`config.mk`:
```
export PLATFORM = sky130hd
export DESIGN_NAME = mdio_host_engine
export DESIGN_NICKNAME = d
export VERILOG_FILES = /design/src/rtl/mdio_host_pkg.sv /design/src/rtl/mdio_host_ctl.sv /design/src/rtl/mdio_host_dp.sv /design/src/rtl/mdio_host_engine.sv
export SDC_FILE = /design/constraint.sdc
export NUM_CORES = 1
export LEC_CHECK = 0
export BUFFER_PORTS_ARGS = -buffer_cell sky130_fd_sc_hd__buf_2
export CAP_MARGIN = 20
export CORE_ASPECT_RATIO = 1.5
export CORE_MARGIN = 10
export CORE_UTILIZATION = 38
export DETAILED_ROUTE_END_ITERATION = 8
export MAX_ROUTING_LAYER = met4
export PLACE_DENSITY_LB_ADDON = 0.1
export SLEW_MARGIN = 20
export SYNTH_ARGS = -nofsm -noshare
export SYNTH_HDL_FRONTEND = slang
export SYNTH_SLANG_ARGS = --single-unit
export TNS_END_PERCENT = 1
```
`constraint.sdc`:
```
create_clock -name clk -period 2.12 [get_ports clk]
set_input_delay 0.424 -clock clk [delete_from_list [all_inputs] [get_ports clk]]
set_output_delay 0.424 -clock clk [all_outputs]
set_load 0.005 [all_outputs]
```
`src/rtl/mdio_host_pkg.sv`:
```
package mdio_host_pkg;
  localparam int PRE_BITS   = 32;
  localparam int HDR_BITS   = 14;
  localparam int TA_BITS    = 2;
  localparam int DATA_BITS  = 16;
  localparam int FRAME_BITS = PRE_BITS + HDR_BITS + TA_BITS + DATA_BITS;
  localparam int IDX_W      = $clog2(FRAME_BITS);
  localparam int HDR_LAST   = PRE_BITS + HDR_BITS - 1;
  localparam int TA2_IDX    = HDR_LAST + TA_BITS;
  localparam int DATA_FIRST = TA2_IDX + 1;
  localparam int LAST_IDX   = FRAME_BITS - 1;

  typedef enum logic [1:0] {ST_IDLE, ST_WAIT, ST_RUN} engState_t;

  typedef struct packed {
    logic             load;
    logic             runClk;
    logic             busy;
    logic             sampleTa;
    logic             sampleData;
    logic             finish;
    logic [IDX_W-1:0] bitIdx;
  } ctlStrobe_t;

  typedef struct packed {
    logic riseEv;
    logic fallEv;
  } dpEvent_t;
endpackage

```
`src/rtl/mdio_host_ctl.sv`:
```
module mdio_host_ctl
  import mdio_host_pkg::*;
(
  input  logic       clk,
  input  logic       rstN,
  input  logic       cmdWr,
  input  logic       wrBlkRd,
  input  logic       wrNblkRd,
  input  logic       wrPreSup,
  input  logic       wrLegacy,
  input  logic       pollReq,
  input  dpEvent_t   ev,
  output ctlStrobe_t ctl,
  output logic       pollGnt,
  output logic       hostStall
);
  engState_t        state;
  logic [IDX_W-1:0] bitIdx;
  logic             blkQ;
  logic             accept;
  logic             lastBit;

  assign accept  = (state == ST_IDLE) && cmdWr && (wrBlkRd ^ wrNblkRd);
  assign lastBit = (bitIdx == IDX_W'(LAST_IDX));

  always_ff @(posedge clk) begin
    if (!rstN) begin
      state  <= ST_IDLE;
      bitIdx <= '0;
      blkQ   <= 1'b0;
    end else begin
      case (state)
        ST_IDLE: if (accept) begin
          state  <= ST_WAIT;
          bitIdx <= (wrPreSup && !wrLegacy) ? IDX_W'(PRE_BITS) : '0;
          blkQ   <= wrBlkRd;
        end
        ST_WAIT: if (!pollReq) state <= ST_RUN;
        ST_RUN: if (ev.fallEv) begin
          if (lastBit) state <= ST_IDLE;
          else         bitIdx <= bitIdx + 1'b1;
        end
        default: state <= ST_IDLE;
      endcase
    end
  end

  always_comb begin
    ctl            = '0;
    ctl.load       = accept;
    ctl.runClk     = (state == ST_RUN);
    ctl.busy       = (state != ST_IDLE);
    ctl.bitIdx     = bitIdx;
    ctl.sampleTa   = ctl.runClk && ev.riseEv && (bitIdx == IDX_W'(TA2_IDX));
    ctl.sampleData = ctl.runClk && ev.riseEv && (bitIdx >= IDX_W'(DATA_FIRST));
    ctl.finish     = ctl.runClk && ev.fallEv && lastBit;
  end

  assign pollGnt   = pollReq && (state != ST_RUN);
  assign hostStall = blkQ && (state != ST_IDLE);

  p_both_ignored_r2: assert property (@(posedge clk) disable iff (!rstN)
    (state == ST_IDLE && cmdWr && wrBlkRd && wrNblkRd) |=> (state == ST_IDLE));
  p_no_grant_run_r10: assert property (@(posedge clk) disable iff (!rstN)
    (state == ST_RUN) |-> !pollGnt);
  p_busy_state_hold_r9: assert property (@(posedge clk) disable iff (!rstN)
    (state == ST_WAIT && cmdWr && pollReq) |=> (state == ST_WAIT));
  p_stall_origin_r8: assert property (@(posedge clk) disable iff (!rstN)
    $rose(hostStall) |-> $past(cmdWr && wrBlkRd && !wrNblkRd));
endmodule

```
`src/rtl/mdio_host_dp.sv`:
```
module mdio_host_dp
  import mdio_host_pkg::*;
#(
  parameter int HALF_DIV = 4
) (
  input  logic        clk,
  input  logic        rstN,
  input  ctlStrobe_t  ctl,
  input  logic [4:0]  wrPhyAddr,
  input  logic [4:0]  wrRegAddr,
  input  logic        enCcIrq,
  input  logic        enReIrq,
  input  logic        clrCc,
  input  logic        clrRe,
  input  logic        mdioIn,
  output dpEvent_t    ev,
  output logic        mdcEng,
  output logic        mdoEng,
  output logic        mdoEnEng,
  output logic        cmdDone,
  output logic [15:0] rdData,
  output logic        intCc,
  output logic        intRe,
  output logic        irq
);
  localparam int CNT_W = $clog2(HALF_DIV + 1);
  localparam int HI_W  = $clog2(HDR_BITS);

  logic [CNT_W-1:0]     divCnt;
  logic                 mdcQ;
  logic                 terminal;
  logic [9:0]           hdrQ;
  logic [HDR_BITS-1:0]  hdrFull;
  logic [HI_W-1:0]      hdrSel;
  logic [DATA_BITS-1:0] shiftQ;
  logic                 taErrQ;
  logic                 doneQ;
  logic [DATA_BITS-1:0] dataQ;
  logic                 ccQ;
  logic                 reQ;

  assign terminal  = (divCnt == CNT_W'(HALF_DIV - 1));
  assign ev.riseEv = ctl.runClk && terminal && !mdcQ;
  assign ev.fallEv = ctl.runClk && terminal && mdcQ;

  always_ff @(posedge clk) begin
    if (!rstN || !ctl.runClk) begin
      divCnt <= '0;
      mdcQ   <= 1'b0;
    end else if (terminal) begin
      divCnt <= '0;
      mdcQ   <= !mdcQ;
    end else begin
      divCnt <= divCnt + 1'b1;
    end
  end

  assign hdrFull = {4'b0110, hdrQ};
  assign hdrSel  = HI_W'(HDR_LAST - int'(ctl.bitIdx));

  always_comb begin
    mdoEnEng = ctl.runClk && (ctl.bitIdx <= IDX_W'(HDR_LAST));
    if (!mdoEnEng)                             mdoEng = 1'b0;
    else if (ctl.bitIdx < IDX_W'(PRE_BITS))    mdoEng = 1'b1;
    else                                       mdoEng = hdrFull[hdrSel];
  end

  always_ff @(posedge clk) begin
    if (!rstN) begin
      hdrQ   <= '0;
      shiftQ <= '0;
      taErrQ <= 1'b0;
      doneQ  <= 1'b0;
      dataQ  <= '0;
      ccQ    <= 1'b0;
      reQ    <= 1'b0;
    end else begin
      if (ctl.load) begin
        hdrQ   <= {wrPhyAddr, wrRegAddr};
        taErrQ <= 1'b0;
        doneQ  <= 1'b0;
      end
      if (ctl.sampleTa)   taErrQ <= mdioIn;
      if (ctl.sampleData) shiftQ <= {shiftQ[DATA_BITS-2:0], mdioIn};
      if (ctl.finish) begin
        doneQ <= 1'b1;
        dataQ <= shiftQ;
      end
      if (ctl.finish)   ccQ <= 1'b1;
      else if (clrCc)   ccQ <= 1'b0;
      if (ctl.finish && taErrQ) reQ <= 1'b1;
      else if (clrRe)           reQ <= 1'b0;
    end
  end

  assign mdcEng  = mdcQ;
  assign cmdDone = doneQ;
  assign rdData  = dataQ;
  assign intCc   = ccQ;
  assign intRe   = reQ;
  assign irq     = (ccQ && enCcIrq) || (reQ && enReIrq);

  p_mdo_stable_r7: assert property (@(posedge clk) disable iff (!rstN)
    (ctl.runClk && $past(ctl.runClk) && mdcQ && $past(mdcQ)) |-> $stable(mdoEng));
  p_idle_mdc_low_r7: assert property (@(posedge clk) disable iff (!rstN)
    !ctl.runClk |=> !mdcQ);
  p_done_with_cc_r3: assert property (@(posedge clk) disable iff (!rstN)
    $rose(doneQ) |-> ccQ);
  p_hold_fields_r9: assert property (@(posedge clk) disable iff (!rstN)
    (ctl.busy && !ctl.load) |=> $stable(hdrQ));
endmodule

```
`src/rtl/mdio_host_engine.sv`:
```
module mdio_host_engine
  import mdio_host_pkg::*;
#(
  parameter int HALF_DIV = 4
) (
  input  logic        clk,
  input  logic        rstN,
  input  logic        cmdWr,
  input  logic [4:0]  wrPhyAddr,
  input  logic [4:0]  wrRegAddr,
  input  logic        wrBlkRd,
  input  logic        wrNblkRd,
  input  logic        wrPreSup,
  input  logic        wrLegacy,
  input  logic        enCcIrq,
  input  logic        enReIrq,
  input  logic        clrCc,
  input  logic        clrRe,
  input  logic        mdioIn,
  input  logic        pollReq,
  input  logic        pollMdc,
  input  logic        pollMdo,
  input  logic        pollMdoEn,
  output logic        pollGnt,
  output logic        mdc,
  output logic        mdoOut,
  output logic        mdoEn,
  output logic        cmdDone,
  output logic [15:0] rdData,
  output logic        intCc,
  output logic        intRe,
  output logic        irq,
  output logic        hostStall
);
  ctlStrobe_t ctl;
  dpEvent_t   ev;
  logic       mdcEng;
  logic       mdoEng;
  logic       mdoEnEng;

  mdio_host_ctl u_ctl (
    .clk(clk), .rstN(rstN), .cmdWr(cmdWr), .wrBlkRd(wrBlkRd), .wrNblkRd(wrNblkRd),
    .wrPreSup(wrPreSup), .wrLegacy(wrLegacy), .pollReq(pollReq), .ev(ev),
    .ctl(ctl), .pollGnt(pollGnt), .hostStall(hostStall)
  );

  mdio_host_dp #(.HALF_DIV(HALF_DIV)) u_dp (
    .clk(clk), .rstN(rstN), .ctl(ctl), .wrPhyAddr(wrPhyAddr), .wrRegAddr(wrRegAddr),
    .enCcIrq(enCcIrq), .enReIrq(enReIrq), .clrCc(clrCc), .clrRe(clrRe), .mdioIn(mdioIn),
    .ev(ev), .mdcEng(mdcEng), .mdoEng(mdoEng), .mdoEnEng(mdoEnEng), .cmdDone(cmdDone),
    .rdData(rdData), .intCc(intCc), .intRe(intRe), .irq(irq)
  );

  assign mdc    = pollGnt ? pollMdc   : mdcEng;
  assign mdoOut = pollGnt ? pollMdo   : mdoEng;
  assign mdoEn  = pollGnt ? pollMdoEn : mdoEnEng;
endmodule

```
* Word-level counts from Yosys, hierarchy flattened
Index checks and enable logic that the tools add are counted.
** Cells by class
- Muxes and demuxes :: 24
- $lt $le $gt $ge :: 4
- Reductions and logical operators :: 34
- $add $sub $neg :: 3
- Bitwise gates (word level) :: 1
- Equal/unequal tests :: 11
** Operator list (count)
- 6-bit two-way mux :: 4
- 1-bit logical AND :: 17
- 1-bit two-way mux :: 13
- 6-bit == test (second input constant) :: 2
- 6-bit one-hot mux with 2 select lines :: 1
- 2-bit nonzero test :: 6
- 2-bit != test (second input constant) :: 5
- 2-bit two-way mux :: 4
- 4-bit AND reduction :: 2
- 6-bit by 1-bit adder with 6-bit output (second input constant) :: 1
- 6-bit >= comparator (second input constant) :: 1
- 6-bit <= comparator (second input constant) :: 1
- 6-bit < comparator (second input constant) :: 1
- 2-bit one-hot mux with 3 select lines :: 1
- 4-bit by 5-bit < comparator with 1-bit output (second input constant) :: 1
- 1-bit binary-select mux with 4-bit select :: 1
- 1-bit zero test :: 4
- 4-bit subtractor (first input constant) :: 1
- 3-bit by 1-bit adder with 3-bit output (second input constant) :: 1
- 3-bit by 2-bit == test with 1-bit output (second input constant) :: 1
- 2-bit by 1-bit == test with 1-bit output (second input constant) :: 1
- 2-bit == test (second input constant) :: 1
- 2-bit zero test :: 1
- 1-bit logical OR :: 2
- other kinds (4) :: 4
** Storage, ports and cells
- Output and inout port bits :: 25
- Logic and storage cells :: 89
- Input bits :: 26
- Bits in registers :: 59

* Longest topological paths before layout
- Word-level depth :: 7
- Gate-level depth with buffers :: 8
- Mapped depth without buffers :: 6

* Cells and area by module
Synthesis repeated with hierarchy kept, for this count alone.
** Second synthesis, totals
- Cells, all modules :: 265
- Area, all modules :: 2693.8 µm²
** Modules (own cells, without submodules)
- mdio_host_dp :: instances 1, cells each 183, area each 2031.9 µm²
- mdio_host_ctl :: instances 1, cells each 79, area each 628.1 µm²
- mdio_host_engine :: instances 1, cells each 3, area each 33.8 µm²

* Least setup slack after synthesis
Ideal clock, no wire load.
- Kind :: register to register
- Start :: register u_ctl.bitIdx[1]
- End :: register u_dp.dataQ[10] (netlist: u_dp.rdData[10])
- Path buffers :: 1
- Stages on the path, launching flop included :: 7
- Slack :: 0.163 ns
- Data arrival time :: 1.830 ns
- Period minus slack after synthesis :: 1.957 ns
- Cell sequence :: dfxtp_1 -> ha_1 -> nand3_4 -> nor4_4 -> buf_6 -> mux2i_1 -> nor2_1
** Between the ends
- Cells in the longest elaborated chain, start to end :: 2
** Ends and longest elaborated chain
- from (decl) :: RTL line mdio_host_ctl.sv:18 : logic [IDX_W-1:0] bitIdx;
- from (signal assigned) :: RTL line mdio_host_ctl.sv:35 : bitIdx <= (wrPreSup && !wrLegacy) ? IDX_W'(PRE_BITS) : '0;
- from (signal assigned) :: RTL line mdio_host_ctl.sv:41 : else bitIdx <= bitIdx + 1'b1;
- 6-bit == test :: RTL line mdio_host_ctl.sv:24 : assign lastBit = (bitIdx == IDX_W'(LAST_IDX));
- 1-bit logical AND :: RTL line mdio_host_ctl.sv:56 : ctl.finish = ctl.runClk && ev.fallEv && lastBit;
- to (signal assigned) :: RTL line mdio_host_dp.sv:87 : dataQ <= shiftQ;
- to (decl) :: RTL line mdio_host_dp.sv:38 : logic [DATA_BITS-1:0] dataQ;
No other way between the ends.
A chain may end at the register's enable or synchronous reset.

* Worst setup path in the final report
- Start :: register u_ctl.bitIdx[1]
- End :: output port mdoOut
** Between the ends
- Cells in the longest elaborated chain, start to end :: 6
** Ends and longest elaborated chain
- 4-bit subtractor :: RTL line mdio_host_dp.sv:59 : assign hdrSel = HI_W'(HDR_LAST - int'(ctl.bitIdx));
- 1-bit binary-select mux with 4-bit select :: RTL line mdio_host_dp.sv:65 : else mdoEng = hdrFull[hdrSel];
- 1-bit two-way mux (implied by the code) :: RTL line mdio_host_dp.sv:65
- 1-bit two-way mux :: RTL line mdio_host_dp.sv:64 : else if (ctl.bitIdx < IDX_W'(PRE_BITS)) mdoEng = 1'b1;
- 1-bit two-way mux (*) :: RTL line mdio_host_dp.sv:63 : if (!mdoEnEng) mdoEng = 1'b0;
- 1-bit two-way mux (*) :: RTL line mdio_host_engine.sv:55 : assign mdoOut = pollGnt ? pollMdo : mdoEng;
- to (decl) :: RTL line mdio_host_engine.sv:26 : output logic mdoOut,
Every way passes the cells marked *; elsewhere a longest branch is shown, timed or not. The select of a mux whose other input is x is not followed.

==> impl_metrics.csv <==
group,metric,value,unit
synthesis,syn-num-nets,306,
synthesis,synth_top_area_share,46.03,%
power,peakVddDrop,0.0004780,V
synthesis,synthDistinctLibCells,44,
global_routing,antenna_found_initial,0,
detailed_routing,drc_errors,0,
die,die_area,10510,um^2
die,start_util,39.29,%
synthesis,yosysWarnings,0,
critical_path,max_stage_delay,0.50,ns
hold_path,min_to,"u_dp.hdrQ[5]",
sta,period_needed,2.185,ns
detailed_routing,wl_per_cell,14.04,um
clock_network,clkTransAtPathRegs,0.07,ns
sta,tns,-0.06466,ns
detailed_routing,wl,5.729,mm
placement,gp_congestion,0.7640,
cells_and_area,final_cells,408,
global_routing,grt-ovfl-total,0,
cells_and_area,diodes,0,
clock_network,cts_tree,"done",
die,core-area,6531,um^2
power,power_leakage,0.001419,uW
status,failed_checks,"negative setup slack",
critical_path,worstPathMaxFanout,6,
critical_path,reg2reg_to,"u_dp.rdData[3]",
die,die_y,120.6,um
synthesis,synth_edf_count,0,
sta,slew_violations,0,
global_routing,grt_pass1_wl,9.563,mm
synthesis,yosysSeqAreaShare,46.03,%
global_routing,grt_use_total,11.51,%
critical_path,r2r_slack,0.25,ns
sta,rsz0062_at_grt,"yes",
sta,fin_ws,-0.06466,ns
cells_and_area,mostFrequentLayoutCells,"dfxtp_1 (57), buf_2 (50), nor2_1 (35)",
critical_path,cp.arrival,1.76,ns
clock_network,ctsHoldBuffers,0,
synthesis,ys_top_cells_by_area,"dfxtp_1 (46%), mux2i_1 (12%), nand2_1 (5.1%)",
hold_path,hold_path.class,"in -> reg",
critical_path,cp_num_buf_inv,1,
detailed_routing,drtIter0Drc,111,
cells_and_area,multi_input_area,1284,um^2
cells_and_area,n_fill_cell,657,
critical_path,cp_top_family,"multiplexers",
placement,hpwl,4.151,mm
cells_and_area,area_delta_synth_final,21.36,%
sta,clock_skew,0.008521,ns
synthesis,synth_top_cell_by_area,"dfxtp_1",
critical_path,end_kind,"primary output",
die,pin_count,51,
synthesis,syn_inst,272,
detailed_routing,routed_via_density,4.909,
critical_path,crit_path_cell_trace,"mux4_2 -> mux2_4 -> nand2_2 -> a32oi_1 -> buf_2",
critical_path,critPathLaunchType,"register",
clock_network,cts_root_buf,"clkbuf_8",
sta,worst_slew_pin_slew,0.5480,ns
hold_path,holdPathStages,3,
clock_network,cts.sinks,59,
sta,fin_crit_sh,103.1,%
clock_network,clk_latency,0.33,ns
global_routing,grt_max_degree,49,
flow_run,cap_violations,0,
power,power_density,679.9,nW/um^2
cells_and_area,finalNetCount,362,
synthesis,ys_ff_latch,59,
sta,finalHoldViolations,0,
global_routing,grt_pass1_vias,2033,
critical_path,rr_worst_depth,7,
clock_network,cts_max_level,3,
placement,portBuffers,50,
status,status,"finished, violations left",
sta,setup_viol,1,
synthesis,syn_avg_cell_area,9.435,um^2
critical_path,reg2reg_from,"u_dp.divCnt[0]",
critical_path,cp.required,1.70,ns
cells_and_area,regArea,1189,um^2
sta,max_freq,457.7,MHz
synthesis,ys_async_sr_fraction,0,%
placement,placed_cells,392,
detailed_routing,route.vias.total,2003,
critical_path,cp_slowest_cell,"mux4_2",
clock_network,cts_buffer_depth,2,
die,rows,36,
cells_and_area,drive_gt1_share,27.11,%
synthesis,syn-cell-area,2566,um^2
detailed_routing,drtPass1Iterations,4,
die,fp.dieW,87.10,um
critical_path,crit_type,"reg -> out",
detailed_routing,antenna_left,0,
cells_and_area,layout_commonest_cell,"dfxtp_1",
hold_path,min_from,"wrPhyAddr[0]",
sta,slew_headroom,63.13,%
clock_network,cts_made_buffers,9,
synthesis,synth_ff_type,"dfxtp_1",
## power by group
| part | switching (uW) | leakage (uW) | internal (uW) |
|---|---|---|---|
| clock network | 403 | 0.0000860 | 444 |
| registers | 13.3 | 0.000478 | 1120 |
| logic | 75.7 | 0.000855 | 59.0 |
## layout make-up
type                    instances  share of cell area, %
clock buffers                  12                  4.660
clock inverters                 3                 0.4821
repair buffers                 61                  11.09
flip-flops and latches         59                  38.17
well taps                      76                  3.053
multi-input cells             186                  41.22
inverters                      11                  1.326
## synth_stat cells, types with 3 or more instances
cell / instances
clkbuf_1: 10
dfxtp_1: 59
nor3_1: 4
nand2_1: 35
and2_1: 3
buf_2: 4
nor2_1: 35
ha_1: 8
nand2b_1: 3
a2111o_1: 3
mux2i_1: 32
o2111ai_1: 4
nor2b_1: 3
a21oi_1: 16
nand3_1: 4
inv_1: 11
## registers in the layout, summed over array words and instances, names as in the netlist, 2 cells and up
signal	cells
u_ctl.state	2
u_dp.hdrQ	10
u_dp.shiftQ	16
u_dp.rdData	16
u_dp.divCnt	3
u_ctl.bitIdx	6
## worst register-to-register path, cell delays in order (launching register included)
cell and delay [ns]:
dfxtp_1 0.34, ha_1 0.16, ha_1 0.33, nand2_1 0.20, nor4_4 0.22, buf_12 0.21, mux2i_1 0.21, nor2_1 0.06
## per-layer routing
layer | track usage [%] | wire length [um] | vias to the layer above
met3 | 2.957 | 249 | 9
met1 | 12.65 | 2465 | 912
li1 | - | - | 1049
met4 | 5.700 | 106 | 0
met5 | - | 0 | -
met2 | 18.70 | 2908 | 33
## worst max-delay path by stage
stage	startpoint	to	slack, ns	cells after the start
3_5_place_dp	u_ctl.bitIdx[1]	mdoOut	0.05	7
4_1_cts	u_ctl.bitIdx[1]	mdoOut	-0.09	5
3_3_place_gp	u_ctl.bitIdx[1]	mdoOut	0.08	7
5_1_grt	u_ctl.bitIdx[1]	mdoOut	-0.15	5
6_report	u_ctl.bitIdx[1]	mdoOut	-0.06	5
2_1_floorplan	u_ctl.bitIdx[1]	u_dp.rdData[10]	0.16	6
## cells by family (layout without fill, tap and decap cells)
group           count (synthesis)  after routing  synth area share [%]
compound gates                 39             39                 10.63
fa+ha+maj                       8              8                 3.901
flops                          59             59                 46.03
simple gates                  100            100                 18.82
xor+xnor                        3              3                 1.024
buf+inv                        27             87                 4.486
mux                            36             36                 15.11
## what timing repair did
item                                    CTS  global route
resized for setup                         5             4
endpoints found under the setup margin    2             3
pin swaps                                 2             0
setup buffers                             1             0
## stage by stage
step                worst slack, ns  util [%]  instance area, um^2  total power [uW]  hold WS [ns]
finish                     -0.06466     47.68                 3114              2117        0.3278
global route                -0.1465     47.68                 3114              2228        0.3181
CTS                        -0.08522     47.53                 3104              2151        0.3123
detailed placement          0.04985     44.79                 2925              1298        0.4347
global placement            0.07951     44.79                 2925              1297        0.4188
floorplan                    0.1630         -                 2566              1237        0.4043
Power figures use the tool's default switching activity.
